==> config.mk <==
export PLATFORM = sky130hd
export DESIGN_NAME = vsirq_virt_csr
export DESIGN_NICKNAME = d
export VERILOG_FILES = /design/src/rtl/vsirq_pkg.sv /design/src/rtl/vsirq_access.sv /design/src/rtl/vsirq_hregs.sv /design/src/rtl/vsirq_lane.sv /design/src/rtl/vsirq_virt_csr.sv
export SDC_FILE = /design/constraint.sdc
export NUM_CORES = 1
export LEC_CHECK = 0
export BUFFER_PORTS_ARGS = -buffer_cell sky130_fd_sc_hd__buf_2
export CAP_MARGIN = 5
export CORE_AREA = 2 2 230 232
export CTS_CLUSTER_DIAMETER = 120
export DETAILED_ROUTE_END_ITERATION = 10
export DIE_AREA = 0 0 232 234
export PLACE_DENSITY = 0.44
export SLEW_MARGIN = 20
export SYNTH_ARGS = -nofsm -noshare
export SYNTH_HDL_FRONTEND = slang
export SYNTH_SLANG_ARGS = --single-unit
==> constraint.sdc <==
create_clock -name clk -period 3.11 [get_ports clk]
set_input_delay 0.311 -clock clk [delete_from_list [all_inputs] [get_ports clk]]
set_output_delay 0.311 -clock clk [all_outputs]
set_load 0.02 [all_outputs]
==> src/rtl/vsirq_pkg.sv <==
package vsirq_pkg;

    localparam int XLEN     = 64;
    localparam int IID_W    = 6;
    localparam int LOW_SPAN = 13;
    localparam int IID_LSB  = 16;

    localparam logic [XLEN-1:0] HI_MASK       = ~((XLEN'(1) << LOW_SPAN) - XLEN'(1));
    localparam logic [XLEN-1:0] LOW_PEND_MASK = (XLEN'(1) << 2) | (XLEN'(1) << 6) | (XLEN'(1) << 10);

    typedef enum logic [2:0] {
        SEL_VEN   = 3'd0,
        SEL_VPEND = 3'd1,
        SEL_VCTL  = 3'd2,
        SEL_GPEND = 3'd3,
        SEL_GEN   = 3'd4,
        SEL_TCMP  = 3'd5
    } csr_sel_e;

    typedef enum logic [1:0] {
        LK_NONE,
        LK_HI,
        LK_LOW
    } lane_kind_e;

    typedef struct packed {
        logic             vti;
        logic [IID_W-1:0] iid;
        logic             dpr;
        logic             ipriom;
        logic [7:0]       iprio;
    } vctl_t;

    typedef struct packed {
        logic ven;
        logic vpend;
        logic vctl;
        logic gpend;
        logic gen;
    } csr_wr_t;

    function automatic lane_kind_e lane_kind(input int idx);
        if (idx >= LOW_SPAN)
            return LK_HI;
        if (idx == 1 || idx == 5 || idx == 9)
            return LK_LOW;
        return LK_NONE;
    endfunction

    function automatic logic [XLEN-1:0] vctl_pack(input vctl_t c);
        logic [XLEN-1:0] r;
        r = '0;
        r[30]                 = c.vti;
        r[IID_LSB +: IID_W]   = c.iid;
        r[9]                  = c.dpr;
        r[8]                  = c.ipriom;
        r[7:0]                = c.iprio;
        return r;
    endfunction

    function automatic vctl_t vctl_unpack(input logic [XLEN-1:0] w);
        vctl_t c;
        c.vti    = w[30];
        c.iid    = w[IID_LSB +: IID_W];
        c.dpr    = w[9];
        c.ipriom = w[8];
        c.iprio  = w[7:0];
        return c;
    endfunction

endpackage

==> src/rtl/vsirq_access.sv <==
module vsirq_access
    import vsirq_pkg::*;
(
    input  logic     req,
    input  logic     we,
    input  csr_sel_e sel,
    input  logic     guest_mode,
    input  logic     vti,
    output logic     trap,
    output csr_wr_t  wr
);

    logic guarded_view;
    logic guarded_tcmp;
    logic wr_ok;

    assign guarded_view = (sel == SEL_GPEND) || (sel == SEL_GEN);
    assign guarded_tcmp = (sel == SEL_TCMP) && we;
    assign trap         = req && guest_mode && vti && (guarded_view || guarded_tcmp);
    assign wr_ok        = req && we && !trap;

    always_comb begin
        wr       = '0;
        wr.ven   = wr_ok && (sel == SEL_VEN);
        wr.vpend = wr_ok && (sel == SEL_VPEND);
        wr.vctl  = wr_ok && (sel == SEL_VCTL);
        wr.gpend = wr_ok && (sel == SEL_GPEND);
        wr.gen   = wr_ok && (sel == SEL_GEN);
    end

endmodule

==> src/rtl/vsirq_hregs.sv <==
module vsirq_hregs
    import vsirq_pkg::*;
#(
    parameter logic [XLEN-1:0] VEN_WR  = 64'h0000_FFFF_00FF_E000,
    parameter logic [XLEN-1:0] VEN_ONE = 64'h0
)(
    input  logic            clk,
    input  logic            rst,
    input  csr_wr_t         wr,
    input  logic [XLEN-1:0] wdata,
    input  logic [XLEN-1:0] gw_mask,
    input  logic [XLEN-1:0] gw_data,
    output logic [XLEN-1:0] ven,
    output logic [XLEN-1:0] vpend,
    output vctl_t           vctl
);

    localparam logic [XLEN-1:0] VEN_WR_EFF  = VEN_WR & HI_MASK;
    localparam logic [XLEN-1:0] VEN_ONE_EFF = VEN_ONE & HI_MASK;
    localparam logic [XLEN-1:0] VPEND_MASK  = LOW_PEND_MASK | ((VEN_WR | VEN_ONE) & HI_MASK);

    logic [XLEN-1:0] ven_q;
    logic [XLEN-1:0] vpend_q;
    vctl_t           vctl_q;
    logic [XLEN-1:0] gw_eff;

    assign gw_eff = gw_mask & VPEND_MASK;

    always_ff @(posedge clk) begin
        if (rst) begin
            ven_q   <= '0;
            vpend_q <= '0;
            vctl_q  <= '0;
        end else begin
            if (wr.ven)
                ven_q <= wdata & VEN_WR_EFF;
            if (wr.vpend)
                vpend_q <= wdata & VPEND_MASK;
            else
                vpend_q <= (vpend_q & ~gw_eff) | (gw_data & gw_eff);
            if (wr.vctl)
                vctl_q <= vctl_unpack(wdata);
        end
    end

    assign ven   = ven_q | VEN_ONE_EFF;
    assign vpend = vpend_q;
    assign vctl  = vctl_q;

endmodule

==> src/rtl/vsirq_lane.sv <==
module vsirq_lane
    import vsirq_pkg::*;
#(
    parameter int IDX = 13
)(
    input  logic clk,
    input  logic rst,
    input  logic deleg_bit,
    input  logic ven_bit,
    input  logic vpend_bit,
    input  logic sup_pend_bit,
    input  logic sup_en_bit,
    input  logic gpend_wr,
    input  logic gen_wr,
    input  logic wdata_bit,
    output logic gpend_bit,
    output logic gen_bit,
    output logic vpend_we,
    output logic sup_pend_we,
    output logic sup_en_we
);

    localparam lane_kind_e KIND     = lane_kind(IDX);
    localparam bit         IS_HI    = (KIND == LK_HI);
    localparam bit         GUEST_PW = IS_HI || (IDX == 1);

    logic alias_sel;
    logic own_sel;
    logic gen_q;

    assign alias_sel = IS_HI && deleg_bit;
    assign own_sel   = IS_HI ? (!deleg_bit && ven_bit) : deleg_bit;

    always_ff @(posedge clk) begin
        if (rst)
            gen_q <= 1'b0;
        else if (!own_sel)
            gen_q <= 1'b0;
        else if (gen_wr)
            gen_q <= wdata_bit;
    end

    assign gpend_bit   = alias_sel ? sup_pend_bit : (own_sel && vpend_bit);
    assign gen_bit     = alias_sel ? sup_en_bit   : (own_sel && gen_q);
    assign vpend_we    = GUEST_PW && gpend_wr && own_sel;
    assign sup_pend_we = gpend_wr && alias_sel;
    assign sup_en_we   = gen_wr && alias_sel;

endmodule

==> src/rtl/vsirq_virt_csr.sv <==
module vsirq_virt_csr
    import vsirq_pkg::*;
#(
    parameter logic [63:0] VEN_WR  = 64'h0000_FFFF_00FF_E000,
    parameter logic [63:0] VEN_ONE = 64'h0
)(
    input  logic        clk,
    input  logic        rst,
    input  logic [63:0] deleg_mask,
    input  logic [63:0] sup_pend,
    input  logic [63:0] sup_en,
    input  logic        csr_req,
    input  logic        csr_we,
    input  logic [2:0]  csr_sel,
    input  logic [63:0] csr_wdata,
    input  logic        guest_mode,
    output logic [63:0] csr_rdata,
    output logic        virt_instr_trap,
    output logic [63:0] guest_pend,
    output logic [63:0] guest_en,
    output logic [63:0] sup_pend_wmask,
    output logic [63:0] sup_en_wmask
);

    csr_sel_e        sel_e;
    csr_wr_t         wr_s;
    vctl_t           vctl_v;
    logic [XLEN-1:0] ven_v;
    logic [XLEN-1:0] vpend_v;
    logic [XLEN-1:0] lane_vpwe;
    logic [XLEN-1:0] gw_mask;
    logic [XLEN-1:0] gw_data;
    logic            unused_bits;

    assign sel_e       = csr_sel_e'(csr_sel);
    assign unused_bits = ^{deleg_mask, sup_pend, sup_en};

    vsirq_access u_access (
        .req        (csr_req),
        .we         (csr_we),
        .sel        (sel_e),
        .guest_mode (guest_mode),
        .vti        (vctl_v.vti),
        .trap       (virt_instr_trap),
        .wr         (wr_s)
    );

    vsirq_hregs #(
        .VEN_WR  (VEN_WR),
        .VEN_ONE (VEN_ONE)
    ) u_hregs (
        .clk     (clk),
        .rst     (rst),
        .wr      (wr_s),
        .wdata   (csr_wdata),
        .gw_mask (gw_mask),
        .gw_data (gw_data),
        .ven     (ven_v),
        .vpend   (vpend_v),
        .vctl    (vctl_v)
    );

    for (genvar i = 0; i < XLEN; i++) begin : g_lane
        if (lane_kind(i) == LK_HI) begin : g_hi
            vsirq_lane #(.IDX(i)) u_lane (
                .clk          (clk),
                .rst          (rst),
                .deleg_bit    (deleg_mask[i]),
                .ven_bit      (ven_v[i]),
                .vpend_bit    (vpend_v[i]),
                .sup_pend_bit (sup_pend[i]),
                .sup_en_bit   (sup_en[i]),
                .gpend_wr     (wr_s.gpend),
                .gen_wr       (wr_s.gen),
                .wdata_bit    (csr_wdata[i]),
                .gpend_bit    (guest_pend[i]),
                .gen_bit      (guest_en[i]),
                .vpend_we     (lane_vpwe[i]),
                .sup_pend_we  (sup_pend_wmask[i]),
                .sup_en_we    (sup_en_wmask[i])
            );
        end else if (lane_kind(i) == LK_LOW) begin : g_low
            vsirq_lane #(.IDX(i)) u_lane (
                .clk          (clk),
                .rst          (rst),
                .deleg_bit    (deleg_mask[i+1]),
                .ven_bit      (1'b0),
                .vpend_bit    (vpend_v[i+1]),
                .sup_pend_bit (sup_pend[i]),
                .sup_en_bit   (sup_en[i]),
                .gpend_wr     (wr_s.gpend),
                .gen_wr       (wr_s.gen),
                .wdata_bit    (csr_wdata[i]),
                .gpend_bit    (guest_pend[i]),
                .gen_bit      (guest_en[i]),
                .vpend_we     (lane_vpwe[i]),
                .sup_pend_we  (sup_pend_wmask[i]),
                .sup_en_we    (sup_en_wmask[i])
            );
        end else begin : g_zero
            assign guest_pend[i]     = 1'b0;
            assign guest_en[i]       = 1'b0;
            assign lane_vpwe[i]      = 1'b0;
            assign sup_pend_wmask[i] = 1'b0;
            assign sup_en_wmask[i]   = 1'b0;
        end
    end

    always_comb begin
        gw_mask    = lane_vpwe & HI_MASK;
        gw_mask[2] = lane_vpwe[1];
        gw_data    = csr_wdata;
        gw_data[2] = csr_wdata[1];
    end

    always_comb begin
        csr_rdata = '0;
        if (!virt_instr_trap) begin
            case (sel_e)
                SEL_VEN:   csr_rdata = ven_v;
                SEL_VPEND: csr_rdata = vpend_v;
                SEL_VCTL:  csr_rdata = vctl_pack(vctl_v);
                SEL_GPEND: csr_rdata = guest_pend;
                SEL_GEN:   csr_rdata = guest_en;
                default:   csr_rdata = '0;
            endcase
        end
    end

endmodule

# Yosys cells after proc, flatten, opt, wreduce, memory -nomap -nowiden
# Index checks and enable logic that the tools add are counted.
# classes
n_eq_ne	5
mux	105
bitwise	34
reduce_logical	290
# op_table
operator	n
64-bit case mux with 5 select lines	1
1-bit logical AND	228
1-bit two-way mux	102
64-bit by 48-bit bitwise AND with 64-bit output	1
64-bit bitwise AND	1
64-bit two-way mux	1
48-bit NOT with 64-bit output	1
64-bit bitwise OR	1
2-bit OR reduction	31
48-bit two-way mux	1
1-bit NOT	30
1-bit zero test	28
3-bit by 2-bit == test with 1-bit output, second input constant	2
3-bit == test, second input constant	2
3-bit by 1-bit == test with 1-bit output, second input constant	1
3-bit zero test	1
1-bit logical OR	2
# word_totals
register_bits	138
in_bits	264
elab_cells	472

# Depth between registers and ports, before layout
# logic_depth
ltp_word	12
mapped_depth	7
mapped_depth_nobuf	4

# Cells and area by module
# A second synthesis with hierarchy kept.
# unflattened
cells_unflattened	1294
hier_area_um2	11150.7
# modules_own_cells
mod	instances	cells_each	area_each_um2	seq_area_each_um2
vsirq_lane at g_lane[13].g_hi.u_lane ...	51	12	92.6	20.0
vsirq_hregs	1	344	3629.7	1481.4
vsirq_virt_csr	1	296	2469.9	0.0
vsirq_lane at g_lane[5].g_low.u_lane ...	2	9	81.3	20.0
vsirq_access	1	15	86.3	0.0
vsirq_lane at g_lane[1].g_low.u_lane	1	9	80.1	20.0

# Worst setup path before layout
# Ideal clock, no wire load.
# synth_path
kind	input-to-output
start	input port csr_sel[1]
end	output port csr_rdata[38]
t_arrival_ps	1631
required_ps	2799
path_slack_ps	1168
path_stages	5
path_cell_list	buf_2 nor2_1 o22ai_2 clkbuf_1 a211oi_1
# synth_between
elab_chain_cells	5
elab_cells_between_ends	12
cone_classes	eq/ne: 5; mux: 2; reduce/logical: 5
# synth_lines
element	line_no	rtl
start: declaration	vsirq_virt_csr.sv:14	input logic [2:0] csr_sel,
parallel branches: the longest is 4 deep, another holds 64-bit case mux with 5 select lines	n/a	
64-bit two-way mux *	vsirq_virt_csr.sv:118	if (!virt_instr_trap) begin
end: declaration	vsirq_virt_csr.sv:17	output logic [63:0] csr_rdata,
# Mark *: on every way between the ends.

# Final worst setup path
# layout_path
start	input port csr_sel[2]
end	output port sup_en_wmask[30]
# layout_between
elab_chain_cells	8
elab_cells_between_ends	11
cone_classes	eq/ne: 3; reduce/logical: 8
# layout_lines
element	line_no	rtl
3-bit by 2-bit == test with 1-bit output (tied with other cells)	vsirq_access.sv:17	assign guarded_view = (sel == SEL_GPEND) || (sel == SEL_GEN);
1-bit logical OR / 1-bit logical AND (equally long branches)	vsirq_access.sv:17, vsirq_access.sv:18	
1-bit logical OR	vsirq_access.sv:19	assign trap = req && guest_mode && vti && (guarded_view || guarded_tcmp);
1-bit logical AND	vsirq_access.sv:19	
1-bit zero test	vsirq_access.sv:20	assign wr_ok = req && we && !trap;
1-bit logical AND	vsirq_access.sv:20	
1-bit logical AND *	vsirq_access.sv:28	wr.gen = wr_ok && (sel == SEL_GEN);
1-bit logical AND *	vsirq_lane.sv:47	assign sup_en_we = gen_wr && alias_sel;
end: declaration	vsirq_virt_csr.sv:22	output logic [63:0] sup_en_wmask
# Mark *: on every way between the ends. The rest lies on a longest branch, timed or not.

==> implementation parameters <==
Parameter                              Value

Clock tree
  Number of H-tree branching levels    3
  Post-CTS setup repair buffer count    0
  Count of clock tree sinks    ~100
  Clk slew on worst S/H paths    around 0.08 ns
  Clock buffer count from CTS    9
  Post_cts resized    0
  CTS tree    built
  Number of buffers on the longest clock path    2
  Hold-fix buffer count after cts    0
  Worst-skew pair later-pin latency    0.39 ns
  Clock root buffer    sky130_fd_sc_hd__clkbuf_16

Drt
  Drt first pass iters    5
  Antenna Violating Nets Remaining    0
  Post-route DRC    0
  Met2 wire len    20.5 mm
  Vias post-DR    about 9300
  Count of routing violations after the opening detailed-route iteration    450
  Highest signal layer in the routed design    met5
  Average wire per cell in the routed design    between 15 and 20 um
  Overall routed net length    roughly 42 mm
  Total length of routed met3 wires    2.22 mm
  Via density per instance    roughly 4.2
  Wire length on met1    17.9 mm

Logic synthesis
  Yosys reg bits    104
  Cell area after synthesis    ~9600 sq um
  Main area contributors after synthesis    sky130_fd_sc_hd__dfxtp_1, sky130_fd_sc_hd__buf_4, sky130_fd_sc_hd__and2_1
  Distinct cells, synth    35
  Top-area cell type share of the netlist area    between 20% and 30%
  Yosys warning total    0
  Cell type with the largest total area after synthesis    sky130_fd_sc_hd__dfxtp_1
  Post-synthesis instance total    between 1000 and 1500
  Sequential-to-total area share from yosys stat    21.8%
  Mean instance size in the synthesized netlist    between 7 and 8 sq um

Setup path
  Critical path class    in2out
  CP peak stage delay    around 0.45 ns
  Critical path startpoint    csr_sel[2]
  Arrival time worst endpoint    2.27 ns
  Reg2Reg Depth    5
  Critical register-to-register path startpoint    u_hregs.vctl[16]
  Worst reg2reg endpoint    g_lane[36].g_hi.u_lane.gen_q
  Worst path buffer plus inverter count    4
  Worst setup SP type    primary input
  Chain of cells forming the critical path    buf_2, buf_4, nor3b_4, and3b_4, buf_4, and2_1, buf_2
  Crit path capture    sup_en_wmask[30]
  FF-to-FF setup slack    ~1.4 ns
  Max stage delay cell, worst path    sky130_fd_sc_hd__and3b_4
  Total stage count of the critical path    7
  Required time at the worst-slack endpoint    about 2.8 ns
  Max Fanout on Critical Path    20
  Largest delay contributor family on the critical path    buffers and inverters
  Endpoint type of the worst setup path    output pin

Timing
  Worst clock skew    ~0.012 ns
  Sum Neg Setup Slack    0 ns
  Hold Slack    0.156 ns
  Count of final setup violators    0
  Hold violation total from the final report    0
  Minimum setup slack in the final design    ~0.53 ns
  Max-slew violation count    0
  Max Clock Freq    between 0.3 and 0.4 GHz
  Share of the clock period used by the worst path    between 80% and 90%
  Min Tclk post-route    approximately 2.6 ns
  Max-Slew Margin vs Limit    between 60 and 70%
  Worst-margin pin slew    0.591 ns
  Unrepaired setup endpoints after global routing    no

Floorplan
  Number of rows in the core area    84
  Floorplan die area    approximately 54000 sq um
  Core box area    52000 sq um
  Number of top-level design ports    between 500 and 600
  Die extent in x    232 um
  Y dimension of the die    between 200 and 250 um
  Effective utilization at floorplan    roughly 18%

Place
  Port Buffers    ~480
  GP Congestion    between 0.7 and 0.8
  Half-perimeter wire length after detailed placement    32.7 mm
  Pre-CTS setup slack    0.475 ns

Global routing
  Pin count of the biggest net entering global routing    85
  Total global routing track utilization    between 10% and 20%
  Wire length of the first global-routing pass    roughly 58 mm
  Number of antenna violations at the first check in global routing    12
  Vias in the first global route    8644
  Global route overflow    0

Power and ir drop
  Worst voltage drop across the vdd grid    about 0.21 mV
  Leakage    around 5.3 nW
  Pwr Total    3.42 mW
  Total power density per cell area    about 300 nW/um^2

Hold path
  Path class of the lowest-slack min-delay path    in2reg

Layout
  Net count reported at finish    between 1500 and 2000
  Filler cells    about 5900
  Multi-input gate area in the final layout    approximately 5300 sq um
  Sequential cell area in the final layout    around 2100 sq um
  Commonest non-fill, non-tap cells in the layout    sky130_fd_sc_hd__buf_2, sky130_fd_sc_hd__nand2_1, sky130_fd_sc_hd__and2_1
  Area growth from synthesis to layout    19.0%
  Fraction of layout instances using a drive strength above 1    between 30% and 40%
  Commonest non-fill, non-tap cell in the layout    sky130_fd_sc_hd__buf_2

Status
  Result of the run    complete, no violations

Run
  Max capacitance violation total    0
[Yosys cell counts]
library cell	number
sky130_fd_sc_hd__clkbuf_1	43
sky130_fd_sc_hd__nor4_4	1
sky130_fd_sc_hd__o21a_1	12
sky130_fd_sc_hd__a221oi_1	1
sky130_fd_sc_hd__a211oi_1	9
sky130_fd_sc_hd__o22ai_2	1
sky130_fd_sc_hd__and3b_1	3
sky130_fd_sc_hd__a31oi_1	29
sky130_fd_sc_hd__and3_1	2
sky130_fd_sc_hd__a222oi_1	6
sky130_fd_sc_hd__buf_4	262
sky130_fd_sc_hd__buf_2	15
sky130_fd_sc_hd__nor2b_1	1
sky130_fd_sc_hd__inv_1	30
sky130_fd_sc_hd__a22o_1	2
sky130_fd_sc_hd__nor2_1	40
sky130_fd_sc_hd__nor3b_1	4
sky130_fd_sc_hd__nor4b_1	1
sky130_fd_sc_hd__a21oi_1	63
sky130_fd_sc_hd__o2bb2ai_1	6
sky130_fd_sc_hd__dfxtp_1	104
sky130_fd_sc_hd__buf_6	4
sky130_fd_sc_hd__a22oi_1	28
sky130_fd_sc_hd__nor3b_2	2
sky130_fd_sc_hd__and2_1	163
sky130_fd_sc_hd__nand2b_1	55
sky130_fd_sc_hd__conb_1	1
sky130_fd_sc_hd__nor4b_2	26
sky130_fd_sc_hd__a21bo_2	1
sky130_fd_sc_hd__nand2_1	199
sky130_fd_sc_hd__nand3_1	1
sky130_fd_sc_hd__mux2i_1	91
sky130_fd_sc_hd__buf_1	4
sky130_fd_sc_hd__o21ai_0	75
sky130_fd_sc_hd__nand4_1	1
[metal layers]
metal / global-route usage, % / up-vias
met4: 6.83 / 6
met1: 18.1 / 4377
met5: 0 / -
li1: - / 4474
met2: 25.4 / 380
met3: 2.81 / 69
[final cells by class]
class / count / share of cell area [%]
multi-input cells: 871 / 46.8
repair buffers: 510 / 23.9
flip-flops and latches: 104 / 18.3
well taps: 688 / 7.56
clock buffers: 11 / 2.13
inverters: 30 / 0.989
clock inverters: 5 / 0.341
diodes: 2 / 0.0440
[how the worst min path moves through the flow]
stage                         start  slack, ns  cells past startpoint                      endpoint
floorplan            deleg_mask[13]       0.38                      1  g_lane[13].g_hi.u_lane.gen_q
global placement    u_hregs.vctl[7]       0.46                      2               u_hregs.vctl[7]
detailed placement  u_hregs.vctl[3]       0.48                      2               u_hregs.vctl[3]
CTS                    csr_wdata[7]       0.13                      3               u_hregs.vctl[7]
global route          csr_wdata[10]       0.14                      3             u_hregs.vpend[10]
finish                csr_wdata[10]       0.16                      3             u_hregs.vpend[10]
[report_power, final]
group	leakage [nW]	internal, mW	switching, mW
sequential	0.839	1.34	0.0123
clock	0.137	0.572	0.585
combinational	4.29	0.300	0.611
[tightest hold or removal path, cell delays in order]
cell	delay [ns]
sky130_fd_sc_hd__buf_2	0.08
sky130_fd_sc_hd__mux2i_1	0.06
sky130_fd_sc_hd__nor2_1	0.07
[kinds of logic after synthesis]
| group | Yosys count | synth area share, % |
|---|---|---|
| compound gates | 233 | 14.6 |
| buf+inv | 358 | 24.8 |
| flops | 104 | 21.8 |
| mux | 91 | 9.52 |
| other cells | 1 | 0.0392 |
| simple gates | 499 | 29.2 |
[per-stage QoR]
step / utilization (%) / cell area, sq um / cells
after floorplan: - / 9740 / 1333
after global placement: 21.3 / 11100 / 2203
after detailed placement: 21.3 / 11100 / 2203
after CTS: 21.9 / 11400 / 2219
after global routing: 21.9 / 11400 / 2221
final: 21.9 / 11400 / 2221
No activity file was read; power rests on OpenSTA's default activity.
